--- src/rtl/wp_pkg.sv ---
package wp_pkg;
  localparam int WIPER_W   = 6;
  localparam int MUTE_CODE = 33;
  localparam int NUM_CH    = 2;
  localparam int SEL_W     = (NUM_CH > 1) ? $clog2(NUM_CH) : 1;
  localparam int BYTE_W    = 8;
  localparam int ADDR_W    = 3;
  localparam int SYNC_STG  = 2;
  localparam logic [3:0] TYPE_CODE = 4'b0101;

  typedef enum logic [2:0] {
    ST_IDLE,
    ST_CTRL,
    ST_CACK,
    ST_WR,
    ST_WACK,
    ST_RD,
    ST_RACK
  } wp_state_e;
endpackage

--- src/rtl/wp_bus_sync.sv ---
module wp_bus_sync #(
  parameter int STAGES = wp_pkg::SYNC_STG
) (
  input  logic clk,
  input  logic rst_n,
  input  logic scl_i,
  input  logic sda_i,
  output logic scl_s,
  output logic sda_s,
  output logic start_ev,
  output logic stop_ev,
  output logic rise_ev,
  output logic fall_ev
);
  logic [STAGES-1:0] scl_pipe, sda_pipe;
  logic scl_q, sda_q;

  always_ff @(posedge clk or negedge rst_n) begin
    if (!rst_n) begin
      scl_pipe <= '1;
      sda_pipe <= '1;
      scl_q    <= 1'b1;
      sda_q    <= 1'b1;
    end else begin
      scl_pipe <= {scl_pipe[STAGES-2:0], scl_i};
      sda_pipe <= {sda_pipe[STAGES-2:0], sda_i};
      scl_q    <= scl_pipe[STAGES-1];
      sda_q    <= sda_pipe[STAGES-1];
    end
  end

  assign scl_s = scl_pipe[STAGES-1];
  assign sda_s = sda_pipe[STAGES-1];

  // data edges during a steady-high clock are bus conditions
  assign start_ev = scl_s & scl_q & sda_q & ~sda_s;
  assign stop_ev  = scl_s & scl_q & ~sda_q & sda_s;
  assign rise_ev  = scl_s & ~scl_q;
  assign fall_ev  = ~scl_s & scl_q;
endmodule

--- src/rtl/wp_wiper_bank.sv ---
module wp_wiper_bank #(
  parameter int NUM_CH    = wp_pkg::NUM_CH,
  parameter int WIPER_W   = wp_pkg::WIPER_W,
  parameter int MUTE_CODE = wp_pkg::MUTE_CODE,
  parameter int BYTE_W    = wp_pkg::BYTE_W,
  parameter int SEL_W     = wp_pkg::SEL_W
) (
  input  logic                            clk,
  input  logic                            rst_n,
  input  logic                            wr_en,
  input  logic [SEL_W-1:0]                wr_sel,
  input  logic [BYTE_W-1:0]               wr_byte,
  output logic [NUM_CH-1:0][WIPER_W-1:0]  codes
);
  localparam logic [WIPER_W-1:0] MUTE_V = WIPER_W'(MUTE_CODE);
  localparam logic [BYTE_W-1:0]  LIMIT  = BYTE_W'(MUTE_CODE);

  logic [WIPER_W-1:0] clamped;
  assign clamped = (wr_byte > LIMIT) ? MUTE_V : wr_byte[WIPER_W-1:0];

  for (genvar ch = 0; ch < NUM_CH; ch++) begin : g_ch
    always_ff @(posedge clk or negedge rst_n) begin
      if (!rst_n)
        codes[ch] <= MUTE_V;
      else if (wr_en && (wr_sel == SEL_W'(ch)))
        codes[ch] <= clamped;
    end
  end
endmodule

--- src/rtl/wp_engine.sv ---
module wp_engine
  import wp_pkg::*;
#(
  parameter int BYTE_W = wp_pkg::BYTE_W,
  parameter int ADDR_W = wp_pkg::ADDR_W,
  parameter int SEL_W  = wp_pkg::SEL_W,
  parameter int NUM_CH = wp_pkg::NUM_CH
) (
  input  logic              clk,
  input  logic              rst_n,
  input  logic              en,
  input  logic              start_ev,
  input  logic              stop_ev,
  input  logic              rise_ev,
  input  logic              fall_ev,
  input  logic              sda_s,
  input  logic [ADDR_W-1:0] addr_i,
  input  logic [BYTE_W-1:0] rd_byte,
  output logic              wr_en,
  output logic [BYTE_W-1:0] wr_byte,
  output logic [SEL_W-1:0]  sel,
  output logic              oe
);
  localparam int CNT_W = $clog2(BYTE_W);
  localparam logic [CNT_W-1:0] LAST_BIT = CNT_W'(BYTE_W - 1);

  wp_state_e          state;
  logic [CNT_W-1:0]   cnt;
  logic [BYTE_W-1:0]  sh;
  logic               ack_on;
  logic               rnw;
  logic [BYTE_W-1:0]  in_byte;
  logic               hit;
  logic               live;
  logic [SEL_W-1:0]   sel_next;

  assign in_byte  = {sh[BYTE_W-2:0], sda_s};
  assign hit      = (in_byte[BYTE_W-1:BYTE_W-4] == TYPE_CODE) &&
                    (in_byte[ADDR_W:1] == addr_i);
  assign live     = en & ~start_ev & ~stop_ev;
  assign sel_next = (sel == SEL_W'(NUM_CH - 1)) ? '0 : sel + SEL_W'(1);

  assign wr_en   = live && (state == ST_WR) && rise_ev && (cnt == LAST_BIT);
  assign wr_byte = in_byte;

  always_ff @(posedge clk or negedge rst_n) begin
    if (!rst_n) begin
      state  <= ST_IDLE;
      cnt    <= '0;
      sh     <= '0;
      ack_on <= 1'b0;
      rnw    <= 1'b0;
      sel    <= '0;
      oe     <= 1'b0;
    end else if (!en) begin
      state  <= ST_IDLE;
      ack_on <= 1'b0;
      oe     <= 1'b0;
    end else if (start_ev) begin
      state  <= ST_CTRL;
      cnt    <= '0;
      ack_on <= 1'b0;
      oe     <= 1'b0;
    end else if (stop_ev) begin
      state  <= ST_IDLE;
      ack_on <= 1'b0;
      oe     <= 1'b0;
    end else begin
      case (state)
        ST_CTRL: begin
          if (rise_ev) begin
            sh  <= in_byte;
            cnt <= cnt + CNT_W'(1);
            if (cnt == LAST_BIT) begin
              if (hit) begin
                state  <= ST_CACK;
                rnw    <= sda_s;
                sel    <= '0;
                ack_on <= 1'b0;
              end else begin
                state <= ST_IDLE;
              end
            end
          end
        end
        ST_CACK: begin
          if (fall_ev) begin
            if (!ack_on) begin
              oe     <= 1'b1;
              ack_on <= 1'b1;
            end else begin
              ack_on <= 1'b0;
              cnt    <= '0;
              if (rnw) begin
                state <= ST_RD;
                sh    <= rd_byte;
                oe    <= ~rd_byte[BYTE_W-1];
              end else begin
                state <= ST_WR;
                oe    <= 1'b0;
              end
            end
          end
        end
        ST_WR: begin
          if (rise_ev) begin
            sh  <= in_byte;
            cnt <= cnt + CNT_W'(1);
            if (cnt == LAST_BIT) begin
              state  <= ST_WACK;
              ack_on <= 1'b0;
              sel    <= sel_next;
            end
          end
        end
        ST_WACK: begin
          if (fall_ev) begin
            if (!ack_on) begin
              oe     <= 1'b1;
              ack_on <= 1'b1;
            end else begin
              oe     <= 1'b0;
              ack_on <= 1'b0;
              cnt    <= '0;
              state  <= ST_WR;
            end
          end
        end
        ST_RD: begin
          if (fall_ev) begin
            if (cnt == LAST_BIT) begin
              state <= ST_RACK;
              oe    <= 1'b0;
            end else begin
              cnt <= cnt + CNT_W'(1);
              sh  <= {sh[BYTE_W-2:0], sh[BYTE_W-1]};
              oe  <= ~sh[BYTE_W-2];
            end
          end
        end
        ST_RACK: begin
          if (rise_ev) begin
            if (sda_s) begin
              state <= ST_IDLE;
            end else begin
              ack_on <= 1'b1;
              sel    <= sel_next;
            end
          end else if (fall_ev && ack_on) begin
            ack_on <= 1'b0;
            cnt    <= '0;
            state  <= ST_RD;
            sh     <= rd_byte;
            oe     <= ~rd_byte[BYTE_W-1];
          end
        end
        default: ;
      endcase
    end
  end
endmodule

--- src/rtl/wiper_port.sv ---
module wiper_port
  import wp_pkg::*;
(
  input  logic               clk,
  input  logic               rst_n,
  input  logic               port_en_n,
  input  logic [ADDR_W-1:0]  addr_i,
  input  logic               scl_i,
  input  logic               sda_i,
  output logic               sda_oe,
  output logic [WIPER_W-1:0] wiper0_o,
  output logic [WIPER_W-1:0] wiper1_o
);
  logic scl_s, sda_s, start_ev, stop_ev, rise_ev, fall_ev;
  logic wr_en;
  logic [BYTE_W-1:0] wr_byte, rd_byte;
  logic [SEL_W-1:0] sel;
  logic [NUM_CH-1:0][WIPER_W-1:0] codes;

  wp_bus_sync #(.STAGES(SYNC_STG)) u_sync (
    .clk(clk), .rst_n(rst_n), .scl_i(scl_i), .sda_i(sda_i),
    .scl_s(scl_s), .sda_s(sda_s), .start_ev(start_ev), .stop_ev(stop_ev),
    .rise_ev(rise_ev), .fall_ev(fall_ev)
  );

  wp_engine u_engine (
    .clk(clk), .rst_n(rst_n), .en(~port_en_n),
    .start_ev(start_ev), .stop_ev(stop_ev), .rise_ev(rise_ev), .fall_ev(fall_ev),
    .sda_s(sda_s), .addr_i(addr_i), .rd_byte(rd_byte),
    .wr_en(wr_en), .wr_byte(wr_byte), .sel(sel), .oe(sda_oe)
  );

  wp_wiper_bank u_bank (
    .clk(clk), .rst_n(rst_n), .wr_en(wr_en), .wr_sel(sel),
    .wr_byte(wr_byte), .codes(codes)
  );

  assign rd_byte  = {{(BYTE_W-WIPER_W){1'b0}}, codes[sel]};
  assign wiper0_o = codes[0];
  assign wiper1_o = codes[1];
endmodule

--- config.mk ---
export PLATFORM = sky130hd
export DESIGN_NAME = wiper_port
export DESIGN_NICKNAME = d
export VERILOG_FILES = /design/src/rtl/wp_pkg.sv /design/src/rtl/wp_bus_sync.sv /design/src/rtl/wp_wiper_bank.sv /design/src/rtl/wp_engine.sv /design/src/rtl/wiper_port.sv
export SDC_FILE = /design/constraint.sdc
export NUM_CORES = 1
export LEC_CHECK = 0
export ABC_AREA = 1
export BUFFER_PORTS_ARGS = -buffer_cell sky130_fd_sc_hd__buf_2
export CORE_MARGIN = 2
export CORE_UTILIZATION = 47
export CTS_BUF_LIST = sky130_fd_sc_hd__clkbuf_2 sky130_fd_sc_hd__clkbuf_4 sky130_fd_sc_hd__clkbuf_8
export DETAILED_ROUTE_END_ITERATION = 12
export GPL_TIMING_DRIVEN = 0
export PLACE_DENSITY = 0.79
export SYNTH_ARGS = -nofsm -noshare
export SYNTH_HDL_FRONTEND = slang
export SYNTH_SLANG_ARGS = --single-unit
--- constraint.sdc ---
create_clock -name clk -period 1.7 [get_ports clk]
set_clock_uncertainty 0.1 [all_clocks]
set_input_delay 0.255 -clock clk [delete_from_list [all_inputs] [get_ports clk]]
set_output_delay 0.255 -clock clk [all_outputs]
set_load 0.01 [all_outputs]
## Yosys cells after proc, flatten, opt, wreduce, memory -nomap -nowiden

Cells that the tools add are included.

- Register bits after elaboration: 36
- Latch bits: 0
- Memory bits (writable): 0
- ROM bits: 0
- Input bits: 8
- Output and inout bits: 13
- Logic and storage cells: 178
- Memories: 0

- Add/sub/neg operators: 2
- Multipliers: 0
- Divide/modulo/power cells: 0
- Order comparisons: 2
- Equal/unequal tests: 49
- Shifts and indexed selects: 0
- Muxes and demuxes: 72
- Bitwise operators: 18
- Reductions and logical operators: 22

Operators with widths:

| cell | count |
|---|---|
| $mux W3 | 26 |
| $mux W8 | 8 |
| $ne A5 B2 Y1 const B | 11 |
| $pmux W8 S4 | 1 |
| $mux W1 | 28 |
| $ne A2 B1 Y1 const B | 12 |
| $mux W6 | 3 |
| $pmux W3 S6 | 1 |
| $ne A3 B1 Y1 const B | 5 |
| $reduce_bool A7 Y1 | 2 |
| $reduce_and A13 Y1 | 1 |
| $eq A3 B3 Y1 const B | 4 |
| $ne A6 B4 Y1 const B | 2 |
| $pmux W3 S4 | 1 |
| $reduce_and A12 Y1 | 1 |
| $reduce_and A11 Y1 | 1 |
| $ne A5 B3 Y1 const B | 2 |
| $reduce_and A10 Y1 | 1 |
| $and A1 B1 Y1 | 9 |
| $not A1 Y1 | 9 |
| $reduce_and A9 Y1 | 1 |
| $reduce_bool A9 Y1 | 1 |
| $gt A8 B6 Y1 const B | 1 |
| $ne A2 B2 Y1 const B | 4 |
| 20 further kinds | 30 |

## Logic depth before layout (Yosys ltp)

Gate-level depths: netlist of run 1.

- Depth in word-level cells: 10
- Mapped depth: 12
- Depth with buffers taken out: 11

## By module

From an unflattened synthesis of run 1, not the netlist that was laid out.

- Cells, all modules: 378
- Area, all modules: 2,630.0 um^2

By module, submodules not included:

| module | instances | cells each | area each (um^2) | seq. area each (um^2) |
|---|---|---|---|---|
| wp_engine | 1 | 276 | 1,798.0 | 450.4 |
| wp_wiper_bank | 1 | 64 | 554.3 | 305.3 |
| wp_bus_sync | 1 | 17 | 198.9 | 157.7 |
| wiper_port | 1 | 21 | 78.8 | 0.0 |

## Worst setup path before layout of run 1

OpenSTA, ideal clock, no wires.

- Path type: register -> register
- Start: register u_engine.cnt[0]
- End: register u_engine.sh[6]
- Arrival time: 1.522 ns
- Setup slack: -0.039 ns
- Stages on the path, launching flop included: 10
- Buffers on the path: 1
- Period minus slack after synthesis: 1.739 ns
- Path through: dfrtp_1 ha_1 ha_1 o21ai_1 nand3_2 nor2_2 nand3b_2 buf_6 nand2_1 o21ai_2

- Word-level cells in the longest chain between the ends: 3

RTL lines:

| what | line | source |
|---|---|---|
| start: declaration | wp_engine.sv:28 | `logic [CNT_W-1:0] cnt;` |
| start signal: assignment | wp_engine.sv:73 | `cnt <= cnt + CNT_W'(1);` |
| start signal: assignment | wp_engine.sv:108 | `cnt <= cnt + CNT_W'(1);` |
| start signal: assignment | wp_engine.sv:135 | `cnt <= cnt + CNT_W'(1);` |
| $eq A3 B3 Y1 | wp_engine.sv:131 | `if (cnt == LAST_BIT) begin` |
| $ne A2 B2 Y1 (no line) | - |  |
| $reduce_and A12 Y1 (no line) | - |  |
| end signal: assignment | wp_engine.sv:107 | `sh <= in_byte;` |
| end signal: assignment | wp_engine.sv:136 | `sh <= {sh[BYTE_W-2:0], sh[BYTE_W-1]};` |
| end signal: assignment | wp_engine.sv:153 | `sh <= rd_byte;` |
| end: declaration | wp_engine.sv:29 | `logic [BYTE_W-1:0] sh;` |

No other way between the ends.
A chain may end at the register's enable or synchronous reset.

## Worst setup path after layout of run 1

- Start: register u_sync.scl_q
- End: register u_engine.state[1]

- Word-level cells in the longest chain between the ends: 7
- Elaborated cells on any way between the ends: 28
- Those cells by class: eq/ne (12); mux (5); bitwise (8); reduce/logical (3)

RTL lines:

| what | line | source |
|---|---|---|
| start: declaration | wp_bus_sync.sv:16 | `logic scl_q, sda_q;` |
| start signal: assignment | wp_bus_sync.sv:27 | `scl_q <= scl_pipe[STAGES-1];` |
| $not A1 Y1 | wp_bus_sync.sv:38 | `assign rise_ev = scl_s & ~scl_q;` |
| $and A1 B1 Y1 | wp_bus_sync.sv:38 |  |
| $mux W3 | wp_engine.sv:142 | `if (rise_ev) begin` |
| $pmux W3 S6 | wp_engine.sv:69 | `case (state)` |
| $mux W3 | wp_engine.sv:64 | `end else if (stop_ev) begin` |
| $mux W3 | wp_engine.sv:59 | `end else if (start_ev) begin` |
| $mux W3 | wp_engine.sv:55 | `end else if (!en) begin` |
| end signal: assignment | wp_engine.sv:56 | `state <= ST_IDLE;` |
| end signal: assignment | wp_engine.sv:60 | `state <= ST_CTRL;` |
| end signal: assignment | wp_engine.sv:65 | `state <= ST_IDLE;` |
| end: declaration | wp_engine.sv:27 | `wp_state_e state;` |

Parallel ways exist; a longest one is shown, timed or not.

==> flow_summary.json, run 1 <==
{
  "comb_power_share_pct": 19.6,
  "drc": 0,
  "finalWirelength_um": 6550,
  "vias": 2450,
  "hold_viol_final": 0,
  "worstPathArrival_ps": 1930,
  "dr.first_iter.drc_count": 288,
  "period_share_pct": 108,
  "ir_drop_v": 0.000586,
  "dieArea_mm2": 0.00563,
  "final_nets": 394,
  "crit_buf_inv": 0,
  "outcome": "complete, but fails checks",
  "yosysMostFrequentCell": "nand2_1",
  "postSynthCellCount": 335,
  "crit_slowest_cell": "dfstp_2",
  "n_antenna_cell": 0,
  "cts_tree": "yes",
  "netSwitchingFraction_pct": 31.0,
  "clk_pin_slew_ps": 80,
  "critPathRequiredTime_ps": 1800,
  "clock.fmax_ghz": 0.546,
  "cts_root_buffer": "clkbuf_8",
  "post-route-min-period_ps": 1830,
  "syn_avg_cell_area_um2": 7.09,
  "ys_seq_area_share_pct": 38.5,
  "worst-setup-path-type": "flop to flop",
  "initial_core_util_pct": 49.6,
  "fin_ws_ps": -133,
  "start_kind": "flop",
  "antenna_found_initial": 0,
  "power.switching_uw": 684,
  "floorplan.rows": 25,
  "first_pass_iters": 5,
  "grt_pass1_wl_um": 10200,
  "report.final.slew_viol_count": 0,
  "portBuffers": 20,
  "synth_flop_cell": "dfrtp_1",
  "post_drt_wl_per_cell_um": 14.5,
  "relSlewSlack_pct": 45.7,
  "power.clock.fraction_pct": 35.5,
  "cts.sinks": 36,
  "htree_levels": 2,
  "overflow": 0,
  "maxCapViolCount": 0,
  "synthTopCellsByCount": "nand2_1 (108), nor2_1 (41), inv_1 (29)",
  "place_ws_ps": -179,
  "fp.dieW_um": 75.1,
  "p_int_mw": 1.52,
  "violations": "negative setup slack",
  "crit_top_cell": "nand2_1",
  "design_area_mm2": 0.00311,
  "share_seq_of_total_power_pct": 44.9,
  "grt_usage_pct": 24.2,
  "ys_types": 33,
  "crit_chain": "nand2_2, nor2_2, nor2_1, nand2_1, nand3_2, nor2_4, nand2_2, nand2_1, nand2_1",
  "async_reset_ff_share_pct": 100,
  "grt_pass1_vias": 2186,
  "hold-worst-slack_ps": 247,
  "grt_max_degree": 37,
  "powerDensity_mw_per_mm2": 710,
  "critical_path.top_delay_family": "simple AND/OR/NAND/NOR gates",
  "dp_hpwl_um": 4240,
  "synth_top_area_share_pct": 27.4,
  "postRouteAntennaNets": 0,
  "area_growth_pct": 31.2,
  "place_area_mm2": 0.00258,
  "synth-seq-cells": 36,
  "worst_slew_pin_slew_ps": 814,
  "rsz0062_at_grt": "true",
  "synth_top_cell_by_area": "dfrtp_1",
  "clockBufferDepth": 2,
  "worstHoldPathType": "input port to flop",
  "synth_edf_count": 0,
  "place_congestion": 0.981,
  "syn_nets": 345,
  "ios": 21,
  "p_leak_nw": 1.52,
  "cp-end-kind": "flop",
  "avgViaCountPerCell": 5.42,
  "synth_area_mm2": 0.00237,
  "core_region_area_mm2": 0.00479,
  "clkLatencyLatePin_ps": 300,
  "chipHeight_um": 75.1,
  "setup_viol": 20,
  "synth_warnings": 0,
  "max_stage_delay_ps": 630,
  "cts-buffers-inserted": 5,
  "synthTopCellsByArea": "dfrtp_1 (27%), nand2_1 (17%), dfstp_2 (11%)",
  "total_power_mw": 2.21,
  "fin_setup_tns_ps": -1530,
  "drive_gt1_share_pct": 37.1,
  "cp_max_fo": 5
}
==> final cells by class <==
cell class | count | area, µm²
buffer | 7 | 77.6
clock buffer | 5 | 68.8
clock inverter | 3 | 42.5
fill | 390 | 1670
inverter | 37 | 151
multi-input combinational | 255 | 1460
sequential | 36 | 913
tap | 67 | 83.8
timing repair buffer | 42 | 320
==> path summary, 6_finish.rpt <==
check,slack [ps],to,from,depth (start not counted)
worst max-delay path,-130,u_engine.state[1],u_sync.scl_q,9
worst min-delay path,250,u_engine.state[0],port_en_n,4
worst max register to register,-130,u_engine.state[1],u_sync.scl_q,9
worst min register to register,260,u_sync.scl_pipe[1],u_sync.scl_pipe[0],0
max in group asynchronous,500,u_engine.oe,rst_n,2
min in group asynchronous,490,u_engine.sh[3],rst_n,2
==> sequential cells by signal, summed over array words and instances (netlist names) <==
register and cells:
u_bank.codes 12, u_engine.sh 8, u_engine.cnt 3, u_engine.state 3, u_sync.scl_pipe 2, u_sync.sda_pipe 2
u_engine.ack_on 1, u_engine.oe 1, u_engine.rnw 1, u_engine.sel 1, u_sync.scl_q 1, u_sync.sda_q 1
==> worst register-to-register path: stages, from the launching register on <==
cell and delay, ps:
dfstp_2 630, nand2_2 120, nor2_2 220, nor2_1 90
nand2_1 100, nand3_2 130, nor2_4 160, nand2_2 80
nand2_1 70, nand2_1 40
==> power by group through the flow <==
stage | Combinational (mW) | Clock [mW] | Sequential, mW
floorplan | 0.243 | 0 | 0.984
global placement | 0.319 | 0 | 0.994
detailed placement | 0.332 | 0 | 0.997
CTS | 0.384 | 0.788 | 0.979
global route | 0.486 | 0.822 | 1.00
finish | 0.433 | 0.784 | 0.992
==> cells by family (layout without fill, tap and decap cells) <==
group                    after synthesis  count (layout)  share of synthesized area (%)
adder cells (fa/ha/maj)                2               2                           1.05
buffers and inverters                 44              94                           9.12
AO/OA/AOI/OAI                         54              54                           13.2
AND/OR/NAND/NOR                      199             199                           38.1
flip-flops                            36              36                           38.5
==> what timing repair did <==
| item | in CTS | in global routing |
|---|---|---|
| hold buffers | 3 | 0 |
| endpoints found under the setup margin | 29 | 30 |
| buffers inserted | 11 | 8 |
| gates resized for setup | 23 | 44 |
| pin swaps | 10 | 12 |
| endpoints found under the hold margin | 28 | 0 |
| gates cloned | 1 | 0 |
==> cell usage in the layout, fill, tap and decap left out, types with 8 or more instances in the layout <==
cell / count
nand2_1: 90
nor2_1: 35
inv_1: 28
dfrtp_1: 26
buf_2: 20
nand3_1: 19
nand2_2: 18
o21ai_0: 17
o21ai_2: 16
buf_4: 13
nor2_4: 10
dfstp_2: 10
a21oi_1: 9
buf_6: 8
==> metal layers <==
metal | track usage [%] | vias up | part of all wire (%)
li1 | - | 1172 | -
met1 | 35.2 | 1136 | 43
met2 | 35.6 | 127 | 46
met3 | 4.15 | 15 | 8.7
met4 | 9.92 | 0 | 2.4
met5 | 0 | - | 0
==> stage by stage <==
step	utilization [%]	cells
4_1_cts	61.0	445
6_report	65.0	452
3_5_place_dp	53.8	422
2_1_floorplan	-	335
5_1_grt	65.0	452
3_3_place_gp	53.8	422
(Power assumes the default switching activity.)
==> run 2: changes to the inputs <==
SYNTH_HIERARCHICAL = 1   (was default)
==> run 2 against run 1 <==
Against the previous run: the flow still finishes with violations (negative setup slack); clock power is 2% lower; die area is 10% higher; synthesized area is 11% higher.
==> flow_summary.json, run 2 <==
{
  "cp_max_fo": 5,
  "largest_reg_flops": 12,
  "synthTopCellsByCount": "nand2_1 (141), nor2_1 (38), inv_1 (35)",
  "hold_viol_final": 0,
  "r2r_cells": 12,
  "htree_levels": 2,
  "avgViaCountPerCell": 5.38,
  "core_region_area_mm2": 0.00544,
  "ir_drop_v": 0.000428,
  "clk_pin_slew_ps": 80,
  "fp.dieW_um": 78.8,
  "synth_warnings": 6,
  "relSlewSlack_pct": 46.4,
  "worstPathArrival_ps": 2040,
  "synth_flop_cell": "dfrtp_1",
  "worstHoldStart": "u_sync/scl_pipe[0]",
  "fillers": 425,
  "grt_pass1_vias": 2519,
  "powerDensity_mw_per_mm2": 585,
  "synthTopCellsByArea": "dfrtp_1 (25%), nand2_1 (20%), dfstp_2 (10%)",
  "grt_usage_pct": 23.0,
  "synth_edf_count": 0,
  "ys_types": 32,
  "area_growth_pct": 33.2,
  "rsz0062_at_grt": "true",
  "r2r-start": "u_sync/sda_pipe[1]",
  "post-route-min-period_ps": 1910,
  "syn_avg_cell_area_um2": 6.96,
  "worst_slew_pin_slew_ps": 804,
  "clockBufferDepth": 2,
  "post_drt_wl_per_cell_um": 14.3,
  "hold_depth": 0,
  "worstHoldPathType": "flop to flop",
  "clkLatencyLatePin_ps": 290,
  "max_stage_delay_ps": 550,
  "cts-buffers-inserted": 5,
  "synth_area_mm2": 0.00263,
  "drive_gt1_share_pct": 42.6,
  "cts_root_buffer": "clkbuf_8",
  "largestRegisters": "u_bank/codes (12), u_engine/sh (8)",
  "grt_max_degree": 37,
  "chipHeight_um": 78.8,
  "outcome": "complete, but fails checks",
  "dp_hpwl_um": 4680,
  "crit_chain": "inv_2, nand2_2, nor2_4, inv_4, nand2_4, nor3_4, and3_4, inv_2, nor2_4, buf_4, nor2_1, nor2_1",
  "yosysMostFrequentCell": "nand2_1",
  "place_congestion": 0.984,
  "setup_viol": 28,
  "critPathRequiredTime_ps": 1830,
  "synth-seq-cells": 36,
  "final_nets": 448,
  "postSynthCellCount": 378,
  "crit_slowest_cell": "dfstp_2",
  "design_area_mm2": 0.00350,
  "clock.fmax_ghz": 0.525,
  "r2r-end": "u_bank/codes[5]",
  "finalWirelength_um": 7280,
  "dr.first_iter.drc_count": 312,
  "portBuffers": 20,
  "total_power_mw": 2.05,
  "vias": 2751,
  "final_cell_mix": "nand2_1 (120), inv_1 (29), buf_4 (29)",
  "cts_tree": "yes",
  "hold-worst-slack_ps": 256,
  "grt_pass1_wl_um": 11400,
  "top_register": "u_bank/codes",
  "start_kind": "flop",
  "synth_top_cell_by_area": "dfrtp_1",
  "floorplan.rows": 27,
  "cts.sinks": 36,
  "violations": "negative setup slack",
  "report.final.slew_viol_count": 0,
  "final_cells": 511,
  "ys_seq_area_share_pct": 34.7,
  "initial_core_util_pct": 48.4,
  "dieArea_mm2": 0.00621,
  "layout_commonest_cell": "nand2_1",
  "period_share_pct": 112,
  "first_pass_iters": 5,
  "postRouteAntennaNets": 0,
  "drc": 0,
  "ios": 21,
  "fin_setup_tns_ps": -4200,
  "p_leak_nw": 1.81,
  "overflow": 0,
  "fin_ws_ps": -206,
  "antenna_found_initial": 0,
  "reg2reg_slack_ps": -210,
  "async_reset_ff_share_pct": 100,
  "whs_endpoint": "u_sync/scl_pipe[1]",
  "n_antenna_cell": 0,
  "maxCapViolCount": 0,
  "place_area_mm2": 0.00288,
  "synth_top_area_share_pct": 24.7,
  "post-place-cells": 473,
  "cp-end-kind": "flop",
  "worst-setup-path-type": "flop to flop"
}
==> run 2: changes by cell type after synthesis, moves of 4 or more <==
cell / previous run / this run
buf_4: 1 / 8
inv_1: 29 / 35
inv_2: 5 / 9
nand2_1: 108 / 141
nand2_2: 5 / 9
nand3_1: 22 / 14
nand4_1: 5 / 10
o21ai_0: 23 / 12
o21ai_1: 5 / 1
==> run 2: kinds of logic (layout without fill, tap and decap cells) <==
group                      count (synthesis)  after routing  synth area share (%)
other                                      1              4                 0.143
DFF                                       36             36                  34.7
AOI/OAI and AO/OA                         41             41                  9.99
buffers and inverters                     61            119                  11.6
muxes                                      3              3                  1.14
adders and majority gates                  2              2                 0.951
and+or+nand+nor                          234            234                  41.5
==> run 2: stage by stage <==
step                util, %  setup slack, ps
finish                 64.4             -206
global route           64.4             -316
CTS                    60.0             -166
detailed placement     53.0             -378
global placement       53.0             -343
floorplan                 -             -154
==> run 2: metal layers <==
metal,part of all wire (%),global-route usage [%],up-vias,wire [µm]
li1,-,-,1297,-
met3,6.4,3.98,30,464
met5,0,0,-,0
met1,41,30.4,1286,3010
met4,3.1,8.07,0,225
met2,49,38.1,138,3590
==> run 2: power by group <==
part / internal [mW] / switching (mW)
combinational: 0.145 / 0.205
clock: 0.434 / 0.333
sequential: 0.896 / 0.0362
==> run 2: timing repair <==
| action | in CTS | in global routing |
|---|---|---|
| resized for setup | 32 | 52 |
| hold buffers | 3 | 0 |
| setup endpoints to repair | 30 | 30 |
| buffers inserted | 20 | 8 |
| endpoints found under the hold margin | 28 | 0 |
| pin swaps | 19 | 25 |
==> run 2: final cells by class <==
type                            instances  area [µm²]  share of cell area (%)
Multi-Input combinational cell        284        1700                    48.6
Inverter                               47         201                    5.75
Buffer                                 14         129                    3.68
Clock buffer                            5        68.8                    1.96
Timing Repair Buffer                   50         355                    10.1
Sequential cell                        36         913                    26.1
Clock inverter                          3        42.5                    1.21
Tap cell                               72        90.1                    2.57
==> run 2: worst max-delay path: cells and delay by family (launching register included) <==
kind	cells	cell delay, ps
buffers and inverters	4	330
and+or+nand+nor	8	870
DFF	1	550
==> run 2: worst max path at each step <==
stage,startpoint,endpoint,slack (ps)
floorplan,u_sync/sda_pipe[1],u_bank/codes[3],-150
global placement,u_sync/sda_pipe[1],u_bank/codes[3],-340
detailed placement,u_sync/sda_pipe[1],u_bank/codes[3],-380
CTS,u_sync/scl_pipe[1],u_bank/codes[3],-170
global route,u_sync/sda_pipe[1],u_bank/codes[3],-320
finish,u_sync/sda_pipe[1],u_bank/codes[5],-210
==> run 3: changes to the inputs <==
ABC_AREA = default   (was 1)
CTS_BUF_LIST = default   (was sky130_fd_sc_hd__clkbuf_2 sky130_fd_sc_hd__clkbuf_4 sky130_fd_sc_hd__clkbuf_8)
SETUP_SLACK_MARGIN = 0.1   (was default)
==> run 3 against run 2 <==
Against the previous run: the run still ends with negative setup slack left; clock-buffer cell count rose by 3; critical path type unchanged; combinational power rose to 3.7 times the previous value; worst setup slack got worse by 290 ps; global-route usage down 1.5 points; die area fell by 14%; wire length shrank 26%; critical endpoint is now u_bank/codes[0]; cell area decreased by 18%; fmax fell by 13%; clock power down 23%; worst hold slack got worse by 31 ps.
==> flow_summary.json, run 3 <==
{
  "htree_levels": 2,
  "synthTopCellsByArea": "dfrtp_1 (29%), mux2_2 (14%), dfstp_2 (12%)",
  "yosysMostFrequentCell": "mux2_2",
  "multi_input_area_mm2": 0.00135,
  "syn_avg_cell_area_um2": 10.8,
  "dr.first_iter.drc_count": 142,
  "floorplan.rows": 25,
  "overflow": 0,
  "synthTopCellsByCount": "mux2_2 (27), dfrtp_1 (26)",
  "share_seq_of_total_power_pct": 36.5,
  "initial_core_util_pct": 47.9,
  "p_leak_nw": 1.35,
  "top_register": "u_bank/codes",
  "finalWirelength_um": 5400,
  "layout_commonest_cell": "buf_4",
  "dieArea_mm2": 0.00532,
  "dp_hpwl_um": 3380,
  "start_kind": "flop",
  "grt_usage_pct": 21.5,
  "synth_flop_cell": "dfrtp_1",
  "synth_warnings": 6,
  "design_area_mm2": 0.00288,
  "period_share_pct": 129,
  "avgViaCountPerCell": 6.02,
  "cts-buffers-inserted": 5,
  "antenna_found_initial": 0,
  "power.switching_mw": 1.12,
  "worst_slew_pin_slew_ps": 811,
  "synth_edf_count": 0,
  "first_pass_iters": 4,
  "ys_types": 57,
  "grt_pass1_wl_um": 8740,
  "relSlewSlack_pct": 45.9,
  "synth_area_mm2": 0.00223,
  "cp_max_fo": 4,
  "area_growth_pct": 28.8,
  "critPathRequiredTime_ps": 1820,
  "place_area_mm2": 0.00248,
  "core_region_area_mm2": 0.00466,
  "n_antenna_cell": 0,
  "setup_viol": 30,
  "clkLatencyLatePin_ps": 290,
  "drc": 0,
  "async_reset_ff_share_pct": 100,
  "largestRegisters": "u_bank/codes (12), u_engine/sh (8)",
  "synth_top_area_share_pct": 29.1,
  "comb_power_share_pct": 43.6,
  "p_int_mw": 1.87,
  "final_nets": 267,
  "worstPathArrival_ps": 2310,
  "clockBufferDepth": 2,
  "cp-end-kind": "flop",
  "largest_reg_flops": 12,
  "outcome": "complete, but fails checks",
  "ys_seq_area_share_pct": 40.9,
  "fin_util_pct": 61.7,
  "post_drt_wl_per_cell_um": 17.3,
  "fin_ws_ps": -492,
  "worstHoldPathType": "input port to flop",
  "ios": 21,
  "final_cell_mix": "buf_4 (27), dfrtp_1 (25), mux2_4 (23), buf_2 (23)",
  "ff_latch_area_um2": 915,
  "vias": 1878,
  "report.final.slew_viol_count": 0,
  "post-route-min-period_ps": 2190,
  "cts.sinks": 36,
  "postRouteAntennaNets": 0,
  "drive_gt1_share_pct": 52.3,
  "clk_pin_slew_ps": 70,
  "powerDensity_mw_per_mm2": 1040,
  "worst-setup-path-type": "flop to flop",
  "grt_max_degree": 37,
  "clock.fmax_ghz": 0.456,
  "violations": "negative setup slack",
  "ir_drop_v": 0.000527,
  "synth_top_cell_by_area": "dfrtp_1",
  "netSwitchingFraction_pct": 37.4,
  "hold_viol_final": 0,
  "cts_tree": "yes",
  "fillers": 379,
  "chipHeight_um": 73.0,
  "power.clock.fraction_pct": 19.9,
  "fp.dieW_um": 73.0,
  "rsz0062_at_grt": "true",
  "total_power_mw": 2.98,
  "maxCapViolCount": 0,
  "portBuffers": 20,
  "cts_root_buffer": "clkbuf_8",
  "grt_pass1_vias": 1841,
  "synth-seq-cells": 36,
  "place_congestion": 0.902,
  "postSynthCellCount": 206
}
## run 3: metal layers
layer | GRT usage, % | vias up | part of all wire (%)
met2 | 35.7 | 74 | 50
met5 | 0 | - | 0
met3 | 4.28 | 12 | 5.9
met4 | 9.05 | 0 | 1.9
met1 | 27.4 | 933 | 42
li1 | - | 859 | -
## run 3: power by group through the flow
| stage | Sequential (mW) | Clock, mW | Combinational, mW |
|---|---|---|---|
| finish | 1.09 | 0.593 | 1.30 |
| detailed placement | 1.08 | 0 | 1.11 |
| global placement | 1.08 | 0 | 1.09 |
| global route | 1.10 | 0.643 | 1.41 |
| CTS | 1.08 | 0.612 | 1.19 |
| floorplan | 1.05 | 0 | 0.908 |
## run 3: timing repair
action | in CTS | in global routing
endpoints found under the hold margin | 28 | 0
pin swaps | 15 | 13
hold buffers | 3 | 0
setup endpoints to repair | 30 | 30
resized for setup | 16 | 24
buffers inserted | 14 | 4
## run 3: worst max-delay path, stage by stage, from the launching register on
cell and delay [ps]:
dfstp_2 550, and4b_2 250, nor2_4 90, and2_4 170
and3_4 190, or4b_4 460, o32a_1 290
## run 3: cells by family after synthesis
kind of cell               Yosys count  share of synthesized area, %
other                                1                         0.168
muxes                               33                          17.6
and+or+nand+nor                     51                          14.3
DFF                                 36                          40.9
AOI/OAI and AO/OA                   52                          17.2
adders and majority gates            2                          1.12
xor gates and xnor gates             5                          1.96
buffers and inverters               26                          6.77
## run 3: layout make-up
type                            count  share of cell area [%]
Buffer                             19                    5.35
Clock buffer                        8                    2.78
Inverter                            7                   0.913
Multi-Input combinational cell    147                    47.0
Sequential cell                    36                    31.8
Tap cell                           54                    2.35
Timing Repair Buffer               41                    9.78
## run 3: worst paths after layout
path                       slack [ps]                 end  depth (start not counted)          startpoint
max in group asynchronous         440   u_engine/state[2]                          2               rst_n
min                               230     u_engine/ack_on                          4           port_en_n
min in group asynchronous         490   u_engine/state[0]                          2               rst_n
max reg2reg                      -490     u_bank/codes[0]                          6  u_sync/sda_pipe[1]
min reg2reg                       250  u_sync/sda_pipe[1]                          0  u_sync/sda_pipe[0]
max                              -490     u_bank/codes[0]                          6  u_sync/sda_pipe[1]
## run 3: metrics by stage
step | cells | TNS [ps] | setup WS, ps | hold WS, ps
after CTS | 308 | -10870 | -496 | 213
after global placement | 283 | -13680 | -683 | 246
final | 312 | -10660 | -492 | 225
after floorplan | 209 | -8130 | -423 | -141
after global routing | 312 | -12430 | -535 | 235
after detailed placement | 283 | -14450 | -713 | 247
